## src/rtl/lfsr_pkg.sv

```systemverilog
package lfsr_pkg;

  typedef enum logic {
    FORM_EXT = 1'b0,
    FORM_DIST = 1'b1
  } lfsrForm_e;

  typedef struct packed {
    logic load;
    logic step;
  } lfsrStrobe_t;

endpackage

```

## src/rtl/lfsr_ctrl.sv

```systemverilog
module lfsr_ctrl #(
  parameter int unsigned WIDTH = 16,
  parameter logic [WIDTH-1:0] FALLBACK_VAL = {{(WIDTH-1){1'b0}}, 1'b1}
) (
  input  logic clk,
  input  logic rst,
  input  logic enable,
  input  logic loadSeed,
  input  logic [WIDTH-1:0] seedIn,
  output lfsr_pkg::lfsrStrobe_t strobe,
  output logic [WIDTH-1:0] seedSel
);

  localparam logic [WIDTH-1:0] ZERO_STATE = '0;

  always_comb begin
    strobe.load = loadSeed;
    strobe.step = enable & ~loadSeed;
  end

  always_comb begin
    if (seedIn == ZERO_STATE) seedSel = FALLBACK_VAL;
    else seedSel = seedIn;
  end

  // a load request never carries a zero seed into the datapath
  p_seed_nonzero_r7: assert property (@(posedge clk) disable iff (rst)
    strobe.load |-> (seedSel != ZERO_STATE));

  // a step is never issued in a cycle that loads
  p_load_wins_r6: assert property (@(posedge clk) disable iff (rst)
    loadSeed |-> !strobe.step);

endmodule

```

## src/rtl/lfsr_datapath.sv

```systemverilog
module lfsr_datapath #(
  parameter int unsigned WIDTH = 16,
  parameter logic [WIDTH-1:0] TAPS = 16'hB400,
  parameter lfsr_pkg::lfsrForm_e FORM = lfsr_pkg::FORM_EXT,
  parameter logic [WIDTH-1:0] RESET_VAL = {{(WIDTH-1){1'b0}}, 1'b1},
  parameter logic [WIDTH-1:0] FALLBACK_VAL = {{(WIDTH-1){1'b0}}, 1'b1}
) (
  input  logic clk,
  input  logic rst,
  input  lfsr_pkg::lfsrStrobe_t strobe,
  input  logic [WIDTH-1:0] seedSel,
  output logic [WIDTH-1:0] stateQ
);

  localparam int unsigned MSB = WIDTH - 1;
  localparam logic [WIDTH-1:0] ZERO_STATE = '0;
  localparam logic [WIDTH-1:0] SAFE_RESET =
    (RESET_VAL == ZERO_STATE) ? FALLBACK_VAL : RESET_VAL;

  logic [WIDTH-1:0] nextRaw;
  logic [WIDTH-1:0] nextSafe;
  logic lastStage;

  assign lastStage = stateQ[MSB];

  generate
    if (FORM == lfsr_pkg::FORM_EXT) begin : g_ext
      logic feedBit;
      assign feedBit = ^(stateQ & TAPS);
      assign nextRaw = {stateQ[MSB-1:0], feedBit};
    end else begin : g_dist
      assign nextRaw[0] = lastStage;
      for (genvar i = 1; i < WIDTH; i++) begin : g_stage
        assign nextRaw[i] = stateQ[i-1] ^ (TAPS[i-1] & lastStage);
      end
    end
  endgenerate

  assign nextSafe = (nextRaw == ZERO_STATE) ? FALLBACK_VAL : nextRaw;

  always_ff @(posedge clk) begin
    if (rst) stateQ <= SAFE_RESET;
    else if (strobe.load) stateQ <= seedSel;
    else if (strobe.step) stateQ <= nextSafe;
  end

  // lock-up state is never held outside reset
  p_never_zero_r8: assert property (@(posedge clk) disable iff (rst)
    stateQ != ZERO_STATE);

  // no strobe, no change
  p_hold_r2: assert property (@(posedge clk) disable iff (rst)
    (!strobe.load && !strobe.step) |=> $stable(stateQ));

  // the control never raises both strobes
  p_strobe_excl_r6: assert property (@(posedge clk) disable iff (rst)
    $onehot0({strobe.load, strobe.step}));

  generate
    if (FORM == lfsr_pkg::FORM_EXT) begin : g_chk_ext
      // upper stages copy their lower neighbours, unless the guard fired
      p_chain_r3: assert property (@(posedge clk) disable iff (rst)
        strobe.step |=> ((stateQ[MSB:1] == $past(stateQ[MSB-1:0]))
                         || (stateQ == FALLBACK_VAL)));
    end else begin : g_chk_dist
      // stage 1 receives the old last stage
      p_wrap_r4: assert property (@(posedge clk) disable iff (rst)
        strobe.step |=> (stateQ[0] == $past(stateQ[MSB])));
    end
  endgenerate

endmodule

```

## src/rtl/lfsr_gen.sv

```systemverilog
module lfsr_gen #(
  parameter int unsigned WIDTH = 16,
  parameter logic [WIDTH-1:0] TAPS = 16'hB400,
  parameter lfsr_pkg::lfsrForm_e FORM = lfsr_pkg::FORM_EXT,
  parameter logic [WIDTH-1:0] RESET_VAL = {{(WIDTH-1){1'b0}}, 1'b1},
  parameter logic [WIDTH-1:0] FALLBACK_VAL = {{(WIDTH-1){1'b0}}, 1'b1}
) (
  input  logic clk,
  input  logic rst,
  input  logic enable,
  input  logic loadSeed,
  input  logic [WIDTH-1:0] seedIn,
  output logic outBit,
  output logic [WIDTH-1:0] stateOut
);

  lfsr_pkg::lfsrStrobe_t strobe;
  logic [WIDTH-1:0] seedSel;

  lfsr_ctrl #(
    .WIDTH(WIDTH),
    .FALLBACK_VAL(FALLBACK_VAL)
  ) u_ctrl (
    .clk(clk),
    .rst(rst),
    .enable(enable),
    .loadSeed(loadSeed),
    .seedIn(seedIn),
    .strobe(strobe),
    .seedSel(seedSel)
  );

  lfsr_datapath #(
    .WIDTH(WIDTH),
    .TAPS(TAPS),
    .FORM(FORM),
    .RESET_VAL(RESET_VAL),
    .FALLBACK_VAL(FALLBACK_VAL)
  ) u_datapath (
    .clk(clk),
    .rst(rst),
    .strobe(strobe),
    .seedSel(seedSel),
    .stateQ(stateOut)
  );

  assign outBit = stateOut[WIDTH-1];

  // port-level load: the seed or its non-zero substitute appears next cycle
  p_seed_load_r6: assert property (@(posedge clk) disable iff (rst)
    loadSeed |=> (stateOut == (($past(seedIn) == '0) ? FALLBACK_VAL : $past(seedIn))));

endmodule

```

## config.mk

```make
export PLATFORM = sky130hd
export DESIGN_NAME = lfsr_gen
export DESIGN_NICKNAME = d
export VERILOG_FILES = /design/src/rtl/lfsr_pkg.sv /design/src/rtl/lfsr_ctrl.sv /design/src/rtl/lfsr_datapath.sv /design/src/rtl/lfsr_gen.sv
export SDC_FILE = /design/constraint.sdc
export NUM_CORES = 1
export LEC_CHECK = 0
export ABC_AREA = 1
export BUFFER_PORTS_ARGS = -buffer_cell sky130_fd_sc_hd__buf_2
export CORE_MARGIN = 10
export CORE_UTILIZATION = 48
export CTS_CLUSTER_SIZE = 28
export DETAILED_ROUTE_END_ITERATION = 7
export PLACE_DENSITY = 0.78
export SLEW_MARGIN = 20
export SYNTH_ARGS = -nofsm -noshare
export SYNTH_HDL_FRONTEND = slang
export SYNTH_HIERARCHICAL = 1
export SYNTH_SLANG_ARGS = --single-unit
export TNS_END_PERCENT = 100
```

## constraint.sdc

```tcl
create_clock -name clk -period 1.11 [get_ports clk]
set_clock_uncertainty 0.1 [all_clocks]
set_input_delay 0.111 -clock clk [delete_from_list [all_inputs] [get_ports clk]]
set_output_delay 0.111 -clock clk [all_outputs]
set_load 0.02 [all_outputs]
```

* Word-level counts from Yosys, hierarchy flattened *
Index checks and enable logic that the tools add are counted.

word-level totals
  bits in registers = 16
  bits in latches = 0
  RAM bits = 0
  bits in read-only memories = 0
  bits of input ports = 20
  output and inout bits = 17
  word-level logic and storage cells = 11
  memories = 0

operators by class
  add/subtract/negate cells = 0
  multipliers = 0
  div/mod/pow operators = 0
  magnitude comparators = 0
  equal/unequal tests = 0
  shift-type cells = 0
  multiplexer cells = 4
  bitwise gates (word level) = 2
  reductions and logical operators = 4

operator list
  kind                count
  2-to-1 mux 16 bit   4
  logical NOT 16 bit  2
  parity 16 bit       1
  nonzero test 2 bit  1
  AND 1 bit           1
  inverter 1 bit      1

* Depth between registers and ports, before layout *
  depth in word-level cells = 5
  depth in mapped cells = 9
  mapped depth without buffers = 8

* By module *
The synthesis kept the hierarchy.

by module, submodules not included
  module         times used  cells each  area each (µm²)  sequential area each (µm²)
  lfsr_datapath  1           128         885.8            320.3
  lfsr_ctrl      1           35          135.1            0.0
  lfsr_gen       1           1           7.5              0.0

* Least setup slack after synthesis *
OpenSTA, ideal clock, no wires.

  path type = register to register
  start point = register u_datapath.stateQ[12]
  end point = register u_datapath.stateQ[0]
  library setup time = 0.119 ns
  arrival = 0.937 ns
  data required time = 0.891 ns
  path slack = -0.046 ns
  stages on the path, launching flop included = 8
  path buffers = 0
  clock period less this slack = 1.156 ns
  path through = dfxtp_1 -> nor2_1 -> nor2_1 -> inv_1 -> nand2_1 -> nand3_1 -> nand2_1 -> nand2_1

between the ends
  cells in the longest elaborated chain, start to end = 5

ends and longest elaborated chain
  what                      RTL line             RTL
  start: declaration        lfsr_datapath.sv:12  output logic [WIDTH-1:0] stateQ
  start signal: assignment  lfsr_datapath.sv:43  else if (strobe.load) stateQ <= seedSel;
  start signal: assignment  lfsr_datapath.sv:44  else if (strobe.step) stateQ <= nextSafe;
  parity 16 bit             lfsr_datapath.sv:29  assign feedBit = ^(stateQ & TAPS);
  logical NOT 16 bit        lfsr_datapath.sv:39  assign nextSafe = (nextRaw == ZERO_STATE) ? FALLBACK_VAL : nextRaw;
  2-to-1 mux 16 bit (*)     lfsr_datapath.sv:39
  2-to-1 mux 16 bit (*)     lfsr_datapath.sv:44
  2-to-1 mux 16 bit (*)     lfsr_datapath.sv:43

Mark *: on every way between the ends. The rest lies on a longest branch, timed or not. The select of a mux whose other input is x is not followed.
A chain may end at the register's enable or synchronous reset.

* Worst setup path after layout *
  start point = register u_datapath.stateQ[8]
  end point = output stateOut[8]

RTL lines
  what              RTL line        RTL
  end: declaration  lfsr_gen.sv:14  output logic [WIDTH-1:0] stateOut

No word-level cell between the ends.

==> flow_summary.ini <==
[run_status]
outcome = completed

[floorplanning]
die_w_microns = 66.29
dieArea_sq_um = 4394
pin_count = 37
die_y_microns = 66.29
initial_utilization_pct = 51.37
rows = 16
core_sq_um = 2002

[place]
hpwl_microns = 2110
dp_cells = 212
port_buffers = 36
gpl.final_weighted_congestion = 0.8516

[sta]
timing.final.crit_share_pct = 95.64
finalHoldViolations = 0
setup_viol = 0
fin_crit_ns = 1.062
fmax_mhz = 942.0
rsz0062_at_grt = yes
slew_viol_final = 0
relSlewSlack_pct = 82.86
hold_ws_ns = 0.04276
worst_slew_pin_slew_ns = 0.2572

[clocking]
clkTransAtPathRegs_ns = 0.11
clock_sinks = 16
tritoncts = yes
cts-buffers-inserted = 3
ctsRootBufferMaster = clkbuf_4
clkLatencyLatePin_ns = 0.29
cts.path.max_buffers = 2
post-cts-setup-buffers = 0
htree_levels = 1

[synth]
synth_fp_nets = 184
yosys.area_share.simple_pct = 33.82
synth_fa_ha_area_share_pct = 0
synth-compound-area-share_pct = 13.14
ys_ff_latch = 16
synthMuxAreaShare_pct = 0
synthCells = 164
ys_types = 18
synth_xor_area_share_pct = 1.703
ys_warn_count = 6
syn_area_sq_um = 1028
synth_top_family_by_area = simple AND/OR/NAND/NOR gates
syn_avg_cell_area_sq_um = 6.271
ys_seq_area_share_pct = 31.14

[power_and_ir_drop]
p_per_area_nw_per_um2 = 1110
pwr-share-comb_pct = 25.1
clkPwrFrac_pct = 28.2
peakVddDrop_mv = 0.8479
p_int_uw = 959.9
power_frac_seq_pct = 46.7
leakagePower_uw = 0.0007570
p_switching_uw = 439.9
switching_share_pct = 31.43

[detailed_routing]
drtAntennaViolNets = 0
viasPerCell = 5.046
initialDrtViolationCount = 59
via_count = 1095
firstDrtPassIters = 4
remaining_drc_errors = 0
wl_per_cell_microns = 12.53
routed_wl_microns = 2718

[flow_run]
cap_violations = 0

[grt]
grt_usage_pct = 13.18
grt_max_degree = 19
grt_pass1_wl_microns = 4671
grt_antenna_before_repair = 0
grt_pass1_vias = 1092
grt_overflow = 0

[hold_path]
hold-path-cell-count = 5
min_path_type = in2reg

[setup_path]
cp_slowest_cell = dfxtp_1
path_buf_inv = 1
critPathRequiredTime_ns = 0.90
critPathKind = reg2out
worst_path_dominant_cell_family = flip-flops
startpoint_type = register
cp_cell_sequence = buf_2
critical_path_arrival_ns = 0.85
crit_cells = 1
reg2regPathDepth = 7
worst_setup_path_end_kind = output port
cpPeakStageDelay_ns = 0.38
worstPathMaxFanout = 4

[final_layout]
post-route-util_pct = 63.00
top_regs = u_datapath/stateQ (16)
regMostFlops = u_datapath/stateQ
diodes = 0
fin_cells = 217
drive_gt1_share_pct = 35.26
n_fill_cell = 190
layout_commonest_cell = nand2_1
layout_common_cells = 53 x nand2_1, 34 x buf_2, 21 x inv_1, 20 x nor2_1, 12 x a22oi_1
nets = 211
largest_reg_flops = 16
areaGrowthSynthToFinish_pct = 22.63
-- layer usage --
metal / global-route usage, % / up-vias / routed length (microns) / share of wire, %
met5: 0 / - / 0 / 0
met4: 7.592 / 0 / 10 / 0.37
met3: 3.390 / 2 / 186 / 6.8
met2: 19.02 / 49 / 1340 / 49
met1: 17.06 / 500 / 1181 / 43
li1: - / 544 / - / -
-- power groups by stage --
stage	Combinational, uW	Clock (uW)	Sequential [uW]
floorplan	204	0	700
global placement	338	0	661
detailed placement	343	0	663
CTS	347	405	650
global route	391	434	661
finish	352	395	653
-- cell type report --
class	instances	area, sq um	area share [%]
multi-input cells	103	503.0	39.88
clock buffers	4	36.28	2.877
inverters	23	86.33	6.845
repair buffers	44	260.3	20.63
flip-flops and latches	16	341.6	27.08
well taps	27	33.78	2.679
-- synthesized netlist by cell type, drive strengths merged --
library cell  instances  area (sq um)
buf                   7         65.05
xor2                  1         8.760
nand3                10         50.05
a221oi                1         15.01
nor2                 22         98.85
a22oi                14         115.1
clkbuf               15         56.30
dfxtp                16         320.3
xnor2                 1         8.760
o21ai                 1         5.000
nand2                53         198.9
inv                  23         86.34
-- cell families (layout without fill, tap and decap cells) --
group / Yosys count / in the layout
flops: 16 / 16
xor+xnor: 2 / 2
compound gates: 16 / 16
buf+inv: 45 / 71
simple gates: 85 / 85
-- repair_timing --
action                                 4_1_cts  5_1_grt
endpoints found under the hold margin        1        0
pin swaps                                    0        1
setup endpoints to repair                    4       13
hold buffers                                 1        0
gates resized for setup                      4       12
-- stage by stage --
step	power [uW]	cell area, sq um	worst slack (ns)	TNS, ns
2_1_floorplan	903.8	1031	0.01944	0
3_3_place_gp	999.1	1189	0.01186	0
3_5_place_dp	1006	1189	-0.02564	-0.05857
4_1_cts	1403	1241	0.002716	0
5_1_grt	1486	1261	-0.05442	-0.05442
6_report	1400	1261	0.04844	0
-- final timing paths --
path / startpoint / slack, ns / end
setup / recovery: u_datapath/stateQ[8]$_SDFFE_PP0P_ / 0.05 / stateOut[8]
hold / removal: seedIn[2] / 0.04 / u_datapath/stateQ[2]$_SDFFE_PP0P_
setup reg to reg: u_datapath/stateQ[12]$_SDFFE_PP0P_ / 0.05 / u_datapath/stateQ[0]$_SDFFE_PP1P_
hold reg to reg: u_datapath/stateQ[0]$_SDFFE_PP1P_ / 0.41 / u_datapath/stateQ[0]$_SDFFE_PP1P_
(Power assumes the default switching activity.)
